### src/rtl/gpio_route_xbar.sv
module gpio_route_xbar #(
  parameter int NUM_PINS = 64,
  parameter int NUM_OUT  = 16,
  parameter int SEL_W    = 16,
  parameter int ADDR_W   = 5,
  parameter int DATA_W   = 32
) (
  input  logic                clk,
  input  logic                rst_n,
  input  logic                prot_en,
  input  logic [ADDR_W-1:0]   reg_addr,
  input  logic [DATA_W-1:0]   reg_wdata,
  input  logic                reg_we,
  input  logic                reg_re,
  output logic [DATA_W-1:0]   reg_rdata,
  input  logic [NUM_PINS-1:0] gpio_in,
  output logic [NUM_OUT-1:0]  xbar_out
);
  localparam int IDX_W = $clog2(NUM_OUT);
  localparam int PIN_W = $clog2(NUM_PINS);
  localparam logic [ADDR_W-1:0] LOCK_ADDR = ADDR_W'(30);
  localparam logic [ADDR_W:0]   OUT_LIM   = (ADDR_W+1)'(NUM_OUT);
  localparam logic [SEL_W:0]    PIN_LIM   = (SEL_W+1)'(NUM_PINS);
  localparam logic [SEL_W-1:0]  RST_CODE  = {{(SEL_W-1){1'b1}}, 1'b0};

  logic [NUM_OUT-1:0][SEL_W-1:0] sel_q;
  logic [NUM_OUT-1:0]            lock_q;

  wire [IDX_W-1:0] idx     = reg_addr[IDX_W-1:0];
  wire             sel_hit = {1'b0, reg_addr} < OUT_LIM;
  wire             wr_ok   = reg_we & prot_en;

  always_ff @(posedge clk or negedge rst_n) begin
    if (!rst_n) begin
      sel_q  <= {NUM_OUT{RST_CODE}};
      lock_q <= '0;
    end else if (wr_ok) begin
      if (sel_hit && !lock_q[idx]) sel_q[idx] <= reg_wdata[SEL_W-1:0];
      if (reg_addr == LOCK_ADDR)   lock_q <= lock_q | reg_wdata[NUM_OUT-1:0];
    end
  end

  always_comb begin
    reg_rdata = '0;
    if (reg_re) begin
      if (sel_hit)                     reg_rdata = DATA_W'(sel_q[idx]);
      else if (reg_addr == LOCK_ADDR)  reg_rdata = DATA_W'(lock_q);
    end
  end

  for (genvar i = 0; i < NUM_OUT; i++) begin : g_route
    wire [SEL_W-1:0] code = sel_q[i];
    assign xbar_out[i] = ({1'b0, code} < PIN_LIM) ? gpio_in[code[PIN_W-1:0]]
                                                  : (code != '1);
  end
endmodule


### config.mk
export PLATFORM = sky130hd
export DESIGN_NAME = gpio_route_xbar
export DESIGN_NICKNAME = d
export VERILOG_FILES = /design/src/rtl/gpio_route_xbar.sv
export SDC_FILE = /design/constraint.sdc
export NUM_CORES = 1
export LEC_CHECK = 0
export BUFFER_PORTS_ARGS = -buffer_cell sky130_fd_sc_hd__buf_4
export CORE_ASPECT_RATIO = 1.75
export CORE_MARGIN = 4
export CORE_UTILIZATION = 55
export DETAILED_ROUTE_END_ITERATION = 8
export PLACE_DENSITY_LB_ADDON = 0.05
export SYNTH_ARGS = -nofsm -noshare
export SYNTH_HDL_FRONTEND = slang
export SYNTH_SLANG_ARGS = --single-unit
### constraint.sdc
create_clock -name clk -period 3.8 [get_ports clk]
set_input_delay 0.57 -clock clk [delete_from_list [all_inputs] [get_ports clk]]
set_output_delay 0.57 -clock clk [all_outputs]
set_load 0.02 [all_outputs]
==> Yosys cells after proc, flatten, opt, wreduce, memory -nomap -nowiden <==
Cells that the tools add are included.
{ "word_totals": {"output_inout_bits": 48, "wordCells": 134, "reg_bits": 272, "input_bits": 106} }
{ "op_classes": {"n_mux": 58, "n_reduce_logical": 5, "bitwise_logic": 2, "magnitude_cmp": 35, "n_eq_ne": 17} }
{ "op_table": {"columns": ["cell", "count"], "rows": [
  ["$bwmux W256", 1],
  ["$lt A16 B7 Y1 const B", 16],
  ["$ne A16 B16 Y1 const B", 16],
  ["$lt A6 B7 Y1 const B", 16],
  ["$bmux W1 S6", 16],
  ["$mux W16", 5],
  ["$bmux W16 S4", 1],
  ["$demux W16 S4", 1],
  ["$mux W1", 33],
  ["$or A16 B16 Y16", 1],
  ["$eq A5 B5 Y1 const B", 1],
  ["$lt A4 B5 Y1 const B", 1],
  ["$lt A5 B5 Y1 const B", 1],
  ["$bmux W1 S4", 1],
  ["$ge A4 B1 Y1 const B", 1],
  ["$reduce_and A2 Y1", 2],
  ["$logic_and A1 B1 Y1", 2],
  ["$and A1 B1 Y1", 1],
  ["$logic_not A1 Y1", 1]
]} }

==> Logic depth before layout (Yosys ltp) <==
{ "depth": {"depth_word": 5, "ltp_mapped": 8, "mapped_depth_nobuf": 5} }

==> Worst setup path after synthesis <==
OpenSTA, ideal clock, no wires.
{ "synth_path": {"kind": "input port to output port", "from": "input port reg_addr[0]", "to": "output port reg_rdata[9]", "slack_ns": 0.684, "arrival_ns": 2.546, "t_required_ns": 3.230, "n_path_buf": 2, "cell_stages": 6, "cell_sequence": "buf_6 -> buf_1 -> mux4_2 -> mux4_2 -> a22oi_1 -> nor2b_1"} }
{ "synth_via": {"elab_chain_len": 4, "word_cells_on_any_way": 7, "classes_between": "order compare (1); eq/ne (1); mux (5)"} }
{ "synth_lines": {"columns": ["element", "line_no", "source"], "rows": [
  ["from (decl)", "11", "input logic [ADDR_W-1:0] reg_addr,"],
  ["$bmux W16 S4 or $eq A5 B5 Y1 (tied branches)", "46, 47", null],
  ["$mux W16 (on tied branches)", "46, 47", null],
  ["$mux W16 (*)", "46", "if (sel_hit) reg_rdata = DATA_W'(sel_q[idx]);"],
  ["$mux W16 (*)", "45", "if (reg_re) begin"],
  ["to (decl)", "15", "output logic [DATA_W-1:0] reg_rdata,"]
]} }
Mark *: on every way between the ends. The rest lies on a longest branch, timed or not. The select of a mux whose other input is x is not followed.

==> Final worst setup path <==
{ "layout_path": {"from": "register sel_q (netlist bit g_route[12].code[1])", "to": "output port xbar_out[12]"} }
{ "layout_via": {"elab_chain_len": 3, "word_cells_on_any_way": 5, "classes_between": "order compare (1); eq/ne (1); mux (3)"} }
{ "layout_lines": {"columns": ["element", "line_no", "source"], "rows": [
  ["from (decl)", "26", "logic [NUM_OUT-1:0][SEL_W-1:0] sel_q;"],
  ["from (signal assigned)", "35", "sel_q <= {NUM_OUT{RST_CODE}};"],
  ["from (signal, indexed assignment)", "38", "if (sel_hit && !lock_q[idx]) sel_q[idx] <= reg_wdata[SEL_W-1:0];"],
  ["$bmux W1 S6", "53", "assign xbar_out[i] = ({1'b0, code} < PIN_LIM) ? gpio_in[code[PIN_W-1:0]]"],
  ["$mux W1 (not written as such)", "53", null],
  ["$mux W1 (*)", "53", null],
  ["to (decl)", "17", "output logic [NUM_OUT-1:0] xbar_out"]
]} }
Marked as above.

==> impl_metrics.toml <==
[status]
status = "completed"

[synth]
yosys_warnings = 0
synth_top_cell_by_area = "mux4_2"
async_flop_share_pct = 100
syn_inst = 1576
ys_types = 46
synth_area_leaders = "mux4_2 37%, dfstp_2 28%, mux2_2 11%"
yosysSeqAreaShare_pct = 31.7
synth-seq-cells = 272
synth_flop_cell = "dfstp_2"
syn_area_per_cell_um2 = 14.2
synth_edf_count = 0
synth.top_cell.area_share_pct = 36.9
netlist_area_mm2 = 0.0224

[floorplan]
initial_utilization_pct = 55.9
boundaryPins = 154
die_area_mm2 = 0.0442
die-width_um = 161
die_h_um = 275
num_rows = 97
core-area_mm2 = 0.0402

[worst_setup_path]
worstSetupStartpointType = "register"
r2r_start = "lock_q[11]"
reg2reg_slack_ns = 1.08
rr_endpoint = "g_route[10].code[0]"
cp_common_cell = "mux4_2"
crit_chain = "mux4_2 -> mux4_2 -> a2bb2oi_1 -> a211oi_1 -> a41oi_1 -> buf_4"
critical-path-top-delay-family = "multiplexers"
critPathArrivalTime_ns = 3.18
crit_path_end_kind = "output pin"
path_max_fanout = 18
cp_data_required_time_ns = 3.23
cp_slowest_stage_delay_ns = 0.77
path_class = "register to output pin"
cp.buffers_inverters = 1
crit_slowest_cell = "dfstp_4"
r2r_cells = 4

[finish]
diodes = 0
drive_above_1_share_pct = 68.7
final_util_pct = 60.6
nets = 1649
synthToLayoutAreaGrowth_pct = 8.46

[clock_network]
clkSlewWorstSetupHoldPaths_ns = 0.07
clkLatencyLatePin_ns = 0.57
h-tree-depth = 1
cts_tree = "done"
clock-sinks = 272
cts-root-buf = "clkbuf_16"
post_cts_buffers = 0
cts_buffer_depth = 3
cts_buffers = 27
cts_hold_buf = 0

[timing]
setup_slack_ns = 0.0490
finalSetupViolCount = 0
hold_violations = 0
tightest_slew_ns = 0.736
skew_ns = 0.0176
fin_crit_ns = 3.75
max_freq_mhz = 267
relSlewSlack_pct = 50.9
holdWs_ns = 0.0254
fin_crit_sh_pct = 98.7
finalMaxSlewViolations = 0

[global_route]
overflow = 0
first_global_vias = 16658
grtUsageMet1_pct = 43.8
met2_usage_pct = 57.6
grt_pass1_wl_um = 113000
grt_max_degree = 94
gr-max-usage-layer = "met2"
grt_usage_pct = 34.6
antenna_found_initial = 0
use_met3_pct = 5.15

[flow_run]
max_cap_violations = 0

[placed_design]
port_buffers = 121
place_ws_ns = 0.361
dp_hpwl_um = 54800
place.gp.congestion = 0.962

[power_and_ir_drop]
irDropWorstVdd_uv = 296
static-leakage-power_nw = 8.47
powerDensity_mw_per_mm2 = 433

[detailed_routing]
avgViaCountPerCell = 7.81
post_drt_wl_per_cell_um = 36.4
drc = 0
drt_iter0_markers = 1744
dr.pass1.iters = 5
wl_um = 76700
vias = 16454
antenna_left = 0

[min_path]
hold_class = "primary input to asynchronous set/reset pin"
how the worst max path moves through the flow:
stage | startpoint | end | slack [ns] | cells after the start
after detailed placement | reg_addr[0] | g_route[6].code[0] | 0.36 | 6
after CTS | g_route[15].code[0] | xbar_out[15] | 0.006 | 6
after global routing | g_route[10].code[0] | xbar_out[10] | -0.01 | 7
after global placement | gpio_in[31] | xbar_out[6] | 0.40 | 7
after floorplan | reg_addr[0] | reg_rdata[9] | 0.68 | 6
final | g_route[12].code[1] | xbar_out[12] | 0.05 | 6
power breakdown:
part | switching (mW) | internal, mW
Clock | 1.23 | 1.54
Sequential | 0.867 | 3.59
Combinational | 1.40 | 1.91
Total | 3.50 | 7.04
stage by stage:
stage	instances	TNS, ns	area, um^2	power, mW
finish	2107	0	24300	10.5
global route	2107	-0.0119	24300	10.9
CTS	2107	0	24300	10.5
detailed placement	2058	0	23400	7.73
global placement	2058	0	23400	7.63
floorplan	1591	0	22500	6.58
what timing repair did:
action	CTS	global route
gates resized for setup	11	16
endpoints found under the setup margin	10	12
pin swaps	0	1
metal layers:
metal,share of wire (%),vias to the layer above
met1,34,8574
met5,0,-
met4,7.1,0
met3,9.3,289
li1,-,6434
met2,50,1157
flip-flops by register name, indices dropped and copies added (netlist names):
| signal | flops |
|---|---|
| g_route.code | 256 |
| lock_q | 16 |
area by class of cell:
| class | count | area [um^2] |
|---|---|---|
| clock buffer | 36 | 759 |
| clock inverter | 13 | 123 |
| fill | 3085 | 15800 |
| inverter | 14 | 52.6 |
| multi-input combinational | 1067 | 14300 |
| sequential | 272 | 7150 |
| tap | 544 | 681 |
| timing repair buffer | 161 | 1270 |
kinds of logic after synthesis:
kind of cell / share of synthesized area, %
muxes: 52.1
buffers and inverters: 4.94
DFF: 31.7
other: 0.0167
and+or+nand+nor: 6.92
AOI/OAI and AO/OA: 4.40
Yosys cell counts, types with 3 or more instances:
cell type and n:
nand4_1 34, dfstp_2 240, a31oi_1 14, nor3_1 4, a311oi_1 4, inv_1 13
buf_6 3, mux2_1 21, nand2_1 31, mux2_2 224, a41oi_1 14, a21o_1 16
nor2_1 18, nand3b_1 22, nor2_4 12, buf_4 22, o221ai_1 13, nor3_4 4
mux2i_1 64, o21ai_0 13, buf_1 45, clkbuf_1 121, or4_1 29, dfrtp_1 32
nor2b_1 20, a211oi_1 15, a22oi_1 18, mux4_2 368, nor4_1 33, a2bb2oi_1 11
buf_2 47, and3_1 12, nand3_1 20
cells in the final DEF, fill, tap and decap left out, types with 21 or more instances in the layout:
master | synthesis | layout
nand2_1 | 31 | 31
mux2i_1 | 64 | 64
clkbuf_16 | 0 | 27
or4_1 | 29 | 29
mux2_2 | 224 | 224
dfstp_2 | 240 | 234
buf_4 | 22 | 156
nor4_1 | 33 | 33
mux2_1 | 21 | 21
mux4_2 | 368 | 368
nand3b_1 | 22 | 22
nand4_1 | 34 | 34
Note: power is estimated with default switching activity, not from simulation.
